[config.mk]
export PLATFORM = sky130hd
export DESIGN_NAME = i2c_cfg_slave
export DESIGN_NICKNAME = d
export VERILOG_FILES = /design/src/rtl/i2c_cfg_pkg.sv /design/src/rtl/i2c_line_sync.sv /design/src/rtl/i2c_addr_match.sv /design/src/rtl/i2c_proto_fsm.sv /design/src/rtl/i2c_cfg_slave.sv
export SDC_FILE = /design/constraint.sdc
export NUM_CORES = 1
export LEC_CHECK = 0
export ABC_AREA = 1
export ABC_CLOCK_PERIOD_IN_PS = 3500
export BUFFER_PORTS_ARGS = -buffer_cell sky130_fd_sc_hd__buf_2
export CAP_MARGIN = 20
export CORE_ASPECT_RATIO = 0.6
export CORE_MARGIN = 10
export CORE_UTILIZATION = 63
export DETAILED_ROUTE_END_ITERATION = 10
export GPL_TIMING_DRIVEN = 0
export HOLD_SLACK_MARGIN = 0.02
export PLACE_DENSITY = 0.81
export SYNTH_ARGS = -nofsm -noshare
export SYNTH_HDL_FRONTEND = slang
export SYNTH_HIERARCHICAL = 1
export SYNTH_SLANG_ARGS = --single-unit
[constraint.sdc]
create_clock -name clk -period 3.5 [get_ports clk]
set_input_delay 0.175 -clock clk [delete_from_list [all_inputs] [get_ports clk]]
set_output_delay 0.175 -clock clk [all_outputs]
set_load 0.005 [all_outputs]
[src/rtl/i2c_cfg_pkg.sv]
package i2c_cfg_pkg;

  typedef enum logic [3:0] {
    ST_IDLE,
    ST_ADDR,
    ST_ADDR_ACK,
    ST_SUB,
    ST_SUB_ACK,
    ST_WDATA,
    ST_WDATA_ACK,
    ST_RDATA,
    ST_RACK
  } bus_state_t;

  localparam int BYTE_W = 8;
  localparam logic [3:0] BITS_FULL = 4'd8;

endpackage

[src/rtl/i2c_line_sync.sv]
module i2c_line_sync #(
  parameter int STAGES = 2
) (
  input  logic clk,
  input  logic rst,
  input  logic scl_i,
  input  logic sda_i,
  output logic scl_s,
  output logic sda_s,
  output logic scl_rise,
  output logic scl_fall,
  output logic start_evt,
  output logic stop_evt
);

  localparam int TOP = STAGES - 1;

  logic [1:0] line_raw;
  logic [1:0] line_now;
  logic [1:0] line_prev;

  assign line_raw = {scl_i, sda_i};

  // one synchroniser chain per bus line
  for (genvar g = 0; g < 2; g++) begin : g_line
    logic [STAGES-1:0] pipe;
    always_ff @(posedge clk) begin
      if (rst) begin
        pipe         <= '1;
        line_prev[g] <= 1'b1;
      end else begin
        pipe         <= {pipe[TOP-1:0], line_raw[g]};
        line_prev[g] <= pipe[TOP];
      end
    end
    assign line_now[g] = pipe[TOP];
  end

  assign scl_s     = line_now[1];
  assign sda_s     = line_now[0];
  assign scl_rise  = line_now[1] & ~line_prev[1];
  assign scl_fall  = ~line_now[1] & line_prev[1];
  assign start_evt = line_now[1] & line_prev[1] & line_prev[0] & ~line_now[0];
  assign stop_evt  = line_now[1] & line_prev[1] & ~line_prev[0] & line_now[0];

endmodule

[src/rtl/i2c_addr_match.sv]
module i2c_addr_match #(
  parameter logic [2:0] PREFIX = 3'b110,
  parameter logic       TAIL   = 1'b0
) (
  input  logic [7:0] rx_byte,
  input  logic [2:0] strap,
  output logic       hit,
  output logic       rw
);

  assign hit = (rx_byte[7:5] == PREFIX) && (rx_byte[4:2] == strap) && (rx_byte[1] == TAIL);
  assign rw  = rx_byte[0];

endmodule

[src/rtl/i2c_proto_fsm.sv]
module i2c_proto_fsm
  import i2c_cfg_pkg::*;
#(
  parameter int REG_AW = 8
) (
  input  logic              clk,
  input  logic              rst,
  input  logic              en,
  input  logic              scl_s,
  input  logic              sda_s,
  input  logic              scl_rise,
  input  logic              scl_fall,
  input  logic              start_evt,
  input  logic              stop_evt,
  input  logic              addr_hit,
  input  logic              addr_rw,
  input  logic [BYTE_W-1:0] reg_rdata,
  output logic [BYTE_W-1:0] rx_byte,
  output logic              sda_oe,
  output logic [REG_AW-1:0] reg_addr,
  output logic              reg_wr,
  output logic [BYTE_W-1:0] reg_wdata,
  output logic              reg_rd
);

  bus_state_t        state;
  logic [3:0]        bit_cnt;
  logic [BYTE_W-1:0] rx_sh;
  logic [BYTE_W-1:0] tx_sh;
  logic [REG_AW-1:0] ptr;
  logic              dir_rd;
  logic              m_nack;
  logic              rx_state;
  logic              byte_in;

  assign rx_byte  = rx_sh;
  assign rx_state = (state == ST_ADDR) || (state == ST_SUB) || (state == ST_WDATA);
  assign byte_in  = rx_state && scl_fall && (bit_cnt == BITS_FULL);

  always_ff @(posedge clk) begin
    if (rst) begin
      state     <= ST_IDLE;
      bit_cnt   <= '0;
      rx_sh     <= '0;
      tx_sh     <= '0;
      ptr       <= '0;
      dir_rd    <= 1'b0;
      m_nack    <= 1'b1;
      sda_oe    <= 1'b0;
      reg_addr  <= '0;
      reg_wr    <= 1'b0;
      reg_wdata <= '0;
      reg_rd    <= 1'b0;
    end else begin
      reg_wr <= 1'b0;
      reg_rd <= 1'b0;
      if (!en) begin
        state  <= ST_IDLE;
        sda_oe <= 1'b0;
      end else if (start_evt) begin
        state   <= ST_ADDR;
        bit_cnt <= '0;
        sda_oe  <= 1'b0;
      end else if (stop_evt) begin
        state  <= ST_IDLE;
        sda_oe <= 1'b0;
      end else begin
        // shared bit collection for the three receive states
        if (rx_state && scl_rise && (bit_cnt != BITS_FULL)) begin
          rx_sh   <= {rx_sh[BYTE_W-2:0], sda_s};
          bit_cnt <= bit_cnt + 4'd1;
        end
        case (state)
          ST_ADDR: begin
            if (byte_in) begin
              if (addr_hit) begin
                sda_oe <= 1'b1;
                dir_rd <= addr_rw;
                state  <= ST_ADDR_ACK;
                if (addr_rw) begin
                  reg_addr <= ptr;
                  reg_rd   <= 1'b1;
                end
              end else begin
                state <= ST_IDLE;
              end
            end
          end
          ST_ADDR_ACK: begin
            if (scl_fall) begin
              bit_cnt <= '0;
              if (dir_rd) begin
                tx_sh  <= reg_rdata;
                sda_oe <= ~reg_rdata[BYTE_W-1];
                state  <= ST_RDATA;
              end else begin
                sda_oe <= 1'b0;
                state  <= ST_SUB;
              end
            end
          end
          ST_SUB: begin
            if (byte_in) begin
              ptr    <= rx_sh[REG_AW-1:0];
              sda_oe <= 1'b1;
              state  <= ST_SUB_ACK;
            end
          end
          ST_SUB_ACK, ST_WDATA_ACK: begin
            if (scl_fall) begin
              sda_oe  <= 1'b0;
              bit_cnt <= '0;
              state   <= ST_WDATA;
            end
          end
          ST_WDATA: begin
            if (byte_in) begin
              reg_addr  <= ptr;
              reg_wdata <= rx_sh;
              reg_wr    <= 1'b1;
              ptr       <= ptr + 1'b1;
              sda_oe    <= 1'b1;
              state     <= ST_WDATA_ACK;
            end
          end
          ST_RDATA: begin
            if (scl_fall) begin
              if (bit_cnt == 4'd7) begin
                sda_oe   <= 1'b0;
                ptr      <= ptr + 1'b1;
                reg_addr <= ptr + 1'b1;
                reg_rd   <= 1'b1;
                state    <= ST_RACK;
              end else begin
                tx_sh   <= {tx_sh[BYTE_W-2:0], 1'b0};
                sda_oe  <= ~tx_sh[BYTE_W-2];
                bit_cnt <= bit_cnt + 4'd1;
              end
            end
          end
          ST_RACK: begin
            if (scl_rise) begin
              m_nack <= sda_s;
            end else if (scl_fall) begin
              if (m_nack) begin
                state <= ST_IDLE;
              end else begin
                tx_sh   <= reg_rdata;
                sda_oe  <= ~reg_rdata[BYTE_W-1];
                bit_cnt <= '0;
                state   <= ST_RDATA;
              end
            end
          end
          default: state <= ST_IDLE;
        endcase
      end
    end
  end


  en_quiet_chk: assert property (@(posedge clk) disable iff (rst)
    !en |=> !sda_oe);


  oe_scl_low_chk: assert property (@(posedge clk) disable iff (rst)
    $rose(sda_oe) |-> !$past(scl_s));


  wr_single_chk: assert property (@(posedge clk) disable iff (rst)
    reg_wr |=> !reg_wr);


  wr_rd_excl_chk: assert property (@(posedge clk) disable iff (rst)
    !(reg_wr && reg_rd));


  start_restart_chk: assert property (@(posedge clk) disable iff (rst)
    (en && start_evt) |=> (state == ST_ADDR) && !sda_oe);


  idle_release_chk: assert property (@(posedge clk) disable iff (rst)
    (state == ST_IDLE) |-> !sda_oe);

endmodule

[src/rtl/i2c_cfg_slave.sv]
module i2c_cfg_slave #(
  parameter int         REG_AW      = 8,
  parameter int         SYNC_STAGES = 2,
  parameter logic [2:0] DEV_PREFIX  = 3'b110
) (
  input  logic              clk,
  input  logic              rst,
  input  logic              en,
  input  logic              scl_i,
  input  logic              sda_i,
  output logic              sda_oe,
  input  logic [2:0]        strap,
  output logic [REG_AW-1:0] reg_addr,
  output logic              reg_wr,
  output logic [7:0]        reg_wdata,
  output logic              reg_rd,
  input  logic [7:0]        reg_rdata
);

  logic scl_s, sda_s, scl_rise, scl_fall, start_evt, stop_evt;
  logic addr_hit, addr_rw;
  logic [7:0] rx_byte;

  i2c_line_sync #(.STAGES(SYNC_STAGES)) u_sync (
    .clk       (clk),
    .rst       (rst),
    .scl_i     (scl_i),
    .sda_i     (sda_i),
    .scl_s     (scl_s),
    .sda_s     (sda_s),
    .scl_rise  (scl_rise),
    .scl_fall  (scl_fall),
    .start_evt (start_evt),
    .stop_evt  (stop_evt)
  );

  i2c_addr_match #(.PREFIX(DEV_PREFIX), .TAIL(1'b0)) u_match (
    .rx_byte (rx_byte),
    .strap   (strap),
    .hit     (addr_hit),
    .rw      (addr_rw)
  );

  i2c_proto_fsm #(.REG_AW(REG_AW)) u_fsm (
    .clk       (clk),
    .rst       (rst),
    .en        (en),
    .scl_s     (scl_s),
    .sda_s     (sda_s),
    .scl_rise  (scl_rise),
    .scl_fall  (scl_fall),
    .start_evt (start_evt),
    .stop_evt  (stop_evt),
    .addr_hit  (addr_hit),
    .addr_rw   (addr_rw),
    .reg_rdata (reg_rdata),
    .rx_byte   (rx_byte),
    .sda_oe    (sda_oe),
    .reg_addr  (reg_addr),
    .reg_wr    (reg_wr),
    .reg_wdata (reg_wdata),
    .reg_rd    (reg_rd)
  );

endmodule

==> run_results.csv, run 1 <==
group,metric,value,unit
synthesis,synth_edf_count,0,
global_route,grt_first_pass_wirelength,14100,um
global_route,grt_pass1_vias,2916,
power,vdd_drop_max,0.285,mV
synthesis,synth.ff_latch_count,58,
floorplanning,start_util,64.4,%
timing,fmax,446,MHz
outcome,status,"complete, no violations",
synthesis,synthTopCellsByCount,"nand2_1, nor2_1, dfxtp_1",
timing,fin_skew,0.00544,ns
synthesis,synth_ff_type,"dfxtp_1",
synthesis,synth_most_common_cell,"nand2_1",
timing,finalMaxSlewViolations,0,
worst_setup_path,required,3.74,ns
timing,setup_violations,0,
synthesis,ys_top_cells_by_area,"dfxtp_1, nand2_1, nor2_1, o21ai_0, inv_1",
drt,wire_per_inst,14.1,um
worst_setup_path,cp.depth,11,
clock_network,worstSkewPairLatency,0.35,ns
power,leakagePower,1.73,nW
worst_setup_path,crit_chain,"inv_1 -> nor2_1 -> nand4_2 -> inv_1 -> nand2_1 -> nand2_1 -> nand3_1 -> nor2_4 -> nand2_1 -> nor2_1 -> nor2_1",
global_route,grt_usage,20.5,%
synthesis,ys_types,36,
global_route,grt_overflow,0,
power,p_int,1.03,mW
placement,place_hpwl,6380,um
worst_setup_path,cpPeakStageDelay,0.39,ns
timing,finalCritPeriodShare,64.0,%
cells_and_area,n_fill_cell,445,
synthesis,async_flop_share,0,%
drt,num_vias,3321,
synthesis,synth.avg_cell_area,6.59,um^2
power,clockPowerShare,38.8,%
min_path,min_path_cells,2,
worst_setup_path,rr_worst_depth,11,
synthesis,synth.top_cell.area_share,36.1,%
clock_network,clock_sinks,58,
floorplanning,dieArea,8470,um^2
timing,tightestPinTransition,0.762,ns
clock_network,numCtsBuffers,9,
cells_and_area,areaGrowthSynthToFinish,14.3,%
worst_setup_path,cp-start-kind,"flip-flop",
global_route,antenna_found_initial,0,
power,p_total,1.50,mW
drt,wirelength,8560,um
power,powerDensity,407,nW/um^2
clock_network,post_cts_buffers,0,
clock_network,clkTransAtPathRegs,0.07,ns
power,swShare,31.5,%
drt,drc,0,
drt,drt_iter0_markers,245,
synthesis,netlist_area,3220,um^2
placement,globalplace.congestion,0.952,
worst_setup_path,crit_path_top_delay_cell,"nor2_1",
timing,period_minus_slack,2.24,ns
clock_network,htree_levels,3,
floorplanning,die_h,75.4,um
min_path,holdCritPathClass,"input port to flip-flop",
cells_and_area,layout-drive-gt1-share,16.5,%
worst_setup_path,critPathTopFamily,"simple AND/OR/NAND/NOR gates",
flow_run,maxCapViolations,0,
cells_and_area,nets,555,
floorplanning,coreArea,5000,um^2
timing,rsz0062_at_grt,"false",
drt,viasPerCell,5.47,
worst_setup_path,end_kind,"flip-flop",
synthesis,syn_inst,489,
worst_setup_path,path_class,"flip-flop to flip-flop",
clock_network,cts_tree,"yes",
clock_network,cts-root-buf,"clkbuf_8",
power,pwr-share-seq,46.0,%
global_route,grt_max_degree,13,
timing,hold-worst-slack,0.0817,ns
worst_setup_path,cp_data_arrival_time,2.48,ns
timing,tns,0,ns
synthesis,yosysTopAreaCell,"dfxtp_1",
drt,firstDrtPassIters,5,
drt,ant_nets,0,
floorplanning,rows,20,
synthesis,synth_nets,508,
floorplanning,fp.dieW,112,um
power,p_switching,472,uW
power,p_comb_share,15.2,%
timing,maxSlewHeadroom,49.0,%
floorplanning,ios,35,
timing,hold_viol,0,
worst_setup_path,crit_buf_inv,2,
clock_network,cts_max_path_buffers,2,
placement,io_buffer_count,34,
worst_setup_path,cp_max_fo,9,
synthesis,seq_area_frac_synth,36.1,%
cells_and_area,antenna-diode-count,0,
synthesis,yosysWarnings,6,
[worst register-to-register path, stage by stage, from the launching register on]
cell and delay (ns):
dfxtp_1 0.35, inv_1 0.05, nor2_1 0.39, nand4_2 0.35
inv_1 0.17, nand2_1 0.10, nand2_1 0.10, nand3_1 0.14
nor2_4 0.21, nand2_1 0.09, nor2_1 0.12, nor2_1 0.06
[layout make-up]
type	instances	area (um^2)	share of cell area, %
multi-input combinational	360	1760	47.9
sequential	58	1160	31.5
inverter	60	225	6.12
timing repair buffer	36	190	5.17
clock buffer	10	138	3.74
tap	66	82.6	2.24
buffer	11	70.1	1.90
clock inverter	6	50.0	1.36
[registers in the layout, summed over array words and instances, names as in the netlist]
signal              flops
u_fsm/reg_wr            1
u_fsm/reg_addr          8
u_fsm/reg_wdata         8
u_fsm/sda_oe            1
u_fsm/ptr               8
u_fsm/m_nack            1
u_fsm/bit_cnt           4
u_fsm/dir_rd            1
u_sync/g_line.pipe      4
u_sync/line_prev        2
u_fsm/tx_sh             7
u_fsm/state             4
u_fsm/reg_rd            1
u_fsm/rx_byte           8
[power by group through the flow]
stage / Sequential, mW / Combinational, mW / Clock [mW]
final: 0.688 / 0.228 / 0.581
after CTS: 0.688 / 0.220 / 0.590
after detailed placement: 0.703 / 0.217 / 0
after global placement: 0.703 / 0.217 / 0
after floorplan: 0.700 / 0.164 / 0
after global routing: 0.690 / 0.253 / 0.620
[final timing paths]
path | end | start | slack (ns)
worst max-delay path | u_fsm/reg_addr[7] | u_sync/line_prev[1] | 1.26
worst min-delay path | u_sync/g_line[0].pipe[1] | rst | 0.08
worst min register to register | u_sync/g_line[0].pipe[1] | u_sync/g_line[0].pipe[0] | 0.40
worst max register to register | u_fsm/reg_addr[7] | u_sync/line_prev[1] | 1.26
[per-layer routing]
layer	vias to the layer above	track usage, %	part of all wire [%]
met5	-	0	0
met4	0	5.74	1.2
met3	10	9.20	12
met2	148	27.7	38
met1	1480	28.3	49
li1	1683	-	-
[timing repair]
item	CTS	global route
gates resized for setup	0	0
hold buffers	2	0
hold endpoints to repair	2	0
[metrics by stage]
step                utilization (%)  cells  instance area, um^2  setup WS [ns]
floorplan                         -    489                 3220           1.85
global placement               69.4    589                 3470           1.40
detailed placement             69.4    589                 3470           1.36
CTS                            73.6    607                 3680           1.31
global route                   73.6    607                 3680           1.07
finish                         73.6    607                 3680           1.26
[cell usage in the layout (no fill, tap or decap), types with 10 or more instances in the layout]
cell      Yosys  final
nand2_1     105    105
nor2_1       74     74
dfxtp_1      58     58
inv_1        53     53
o21ai_0      50     50
nand3_1      38     38
buf_2         2     36
a21oi_1      29     29
o21ai_1      11     11
clkbuf_8      0     10
[kinds of logic after synthesis]
family,count (synthesis),share of synthesized area (%)
compound gates,95,15.0
flops,58,36.1
buf+inv,71,9.17
xor+xnor,2,0.544
fa+ha+maj,3,1.17
simple gates,260,38.0
(Power assumes the default switching activity.)
==> run 2, diff against run 1 <==
ABC_CLOCK_PERIOD_IN_PS = 1850   (was 3500)
CORE_UTILIZATION = 53   (was 63)
PLACE_DENSITY = 0.72   (was 0.81)
clock period = 1.85 ns   (was 3.5 ns; I/O delays follow)
==> run_results.csv, run 2 (synthesis gave the netlist of run 1 again) <==
group,metric,value,unit
outcome,status,"complete, no violations",
cells_and_area,antenna-diode-count,0,
cells_and_area,most-common-layout-cells,"nand2_1, nor2_1, inv_1",
timing,hold_viol,0,
placement,globalplace.congestion,0.928,
placement,dpl.cell_count,603,
cells_and_area,design_area,4000,um^2
timing,tns,0,ns
timing,tightestPinTransition,0.631,ns
cells_and_area,n_fill_cell,523,
floorplanning,start_util,56.2,%
worst_setup_path,end_kind,"flip-flop",
worst_setup_path,cp_data_arrival_time,2.06,ns
cells_and_area,nets,571,
placement,place_area,3490,um^2
timing,finalMaxSlewViolations,0,
cells_and_area,regArea,1180,um^2
drt,drc,0,
global_route,grt_usage,18.8,%
cells_and_area,layout_commonest_cell,"nand2_1",
global_route,grt_overflow,0,
floorplanning,ios,35,
clock_network,clkTransAtPathRegs,0.07,ns
floorplanning,coreArea,5730,um^2
cells_and_area,areaGrowthSynthToFinish,24.2,%
clock_network,htree_levels,3,
power,vdd_drop_max,0.639,mV
clock_network,worstSkewPairLatency,0.36,ns
drt,wirelength,9390,um
worst_setup_path,cp_max_fo,6,
placement,place_hpwl,6590,um
drt,wire_per_inst,14.7,um
timing,period_minus_slack,1.77,ns
floorplanning,die_h,80.4,um
floorplanning,rows,21,
worst_setup_path,required,2.14,ns
drt,ant_nets,0,
drt,viasPerCell,5.33,
timing,setup_violations,0,
worst_setup_path,cp-start-kind,"flip-flop",
drt,num_vias,3398,
drt,firstDrtPassIters,5,
clock_network,cts-root-buf,"clkbuf_8",
timing,fmax,565,MHz
timing,maxSlewHeadroom,58.0,%
global_route,antenna_found_initial,0,
timing,finalCritPeriodShare,95.7,%
clock_network,cts_max_path_buffers,2,
floorplanning,dieArea,9700,um^2
global_route,grt_first_pass_wirelength,14600,um
clock_network,numCtsBuffers,9,
global_route,grt_max_degree,12,
floorplanning,fp.dieW,121,um
cells_and_area,fin_cells,637,
clock_network,clock_sinks,58,
timing,fin_skew,0.0109,ns
worst_setup_path,path_class,"flip-flop to flip-flop",
cells_and_area,layout-drive-gt1-share,23.3,%
flow_run,maxCapViolations,0,
power,leakagePower,1.83,nW
drt,drt_iter0_markers,356,
cells_and_area,multi_input_area,1860,um^2
power,powerDensity,820,nW/um^2
clock_network,cts_tree,"yes",
placement,io_buffer_count,34,
min_path,holdCritPathClass,"input port to flip-flop",
global_route,grt_pass1_vias,2903,
==> run 2: cell type report <==
type,count,area share (%)
plain buffers,11,1.75
clock buffers,10,3.44
clock inverters,6,2.85
inverters,60,5.69
multi-input cells,361,46.5
flip-flops and latches,58,29.4
well taps,80,2.50
repair buffers,51,7.85
==> run 2: stage by stage <==
step	power (mW)	hold slack, ns	util, %	setup WS, ns
final	3.28	0.0806	69.8	0.0790
after detailed placement	1.75	0.273	60.9	-0.399
after global placement	1.75	0.269	60.9	-0.407
after CTS	3.24	0.0815	66.9	0.00170
after floorplan	1.63	0.190	-	0.198
after global routing	3.41	0.134	69.8	-0.0147
==> run 2: final timing paths <==
path	start	endpoint	slack, ns	depth (start not counted)
worst min-delay path	reg_rdata[0]	u_fsm/tx_sh[0]	0.08	5
worst max-delay path	u_fsm/bit_cnt[0]	u_fsm/reg_addr[0]	0.08	10
worst min register to register	u_sync/g_line[1].pipe[0]	u_sync/g_line[1].pipe[1]	0.42	1
worst max register to register	u_fsm/bit_cnt[0]	u_fsm/reg_addr[0]	0.08	10
==> run 2: worst max-delay path: stages, from the launching register on <==
cell and delay, ns:
dfxtp_4 0.37, inv_1 0.10, ha_2 0.22, nand4_4 0.14, inv_1 0.13, nand2_1 0.08
nand2_1 0.10, nand3_2 0.13, nor2_2 0.22, o21ai_0 0.11, nor2_1 0.10
==> run 2: layer usage <==
layer	wire [um]	track usage [%]	up-vias
met4	163	4.68	0
met5	0	0	-
met3	1090	7.12	20
met2	3710	25.4	166
li1	-	-	1717
met1	4430	26.9	1495
==> run 2: where the power goes <==
group	leakage, nW	internal, mW	switching [mW]
combinational	1.24	0.163	0.328
clock	0.119	0.933	0.549
sequential	0.471	1.27	0.0321
total	1.83	2.37	0.910
==> run 2: repair_timing <==
item                                    in CTS  in global routing
endpoints found under the setup margin      49                 49
pin swaps                                    1                  9
buffers inserted                             0                 12
hold buffers                                 5                  0
gates resized for setup                     11                 31
cloned                                       0                  1
hold endpoints to repair                     4                  0
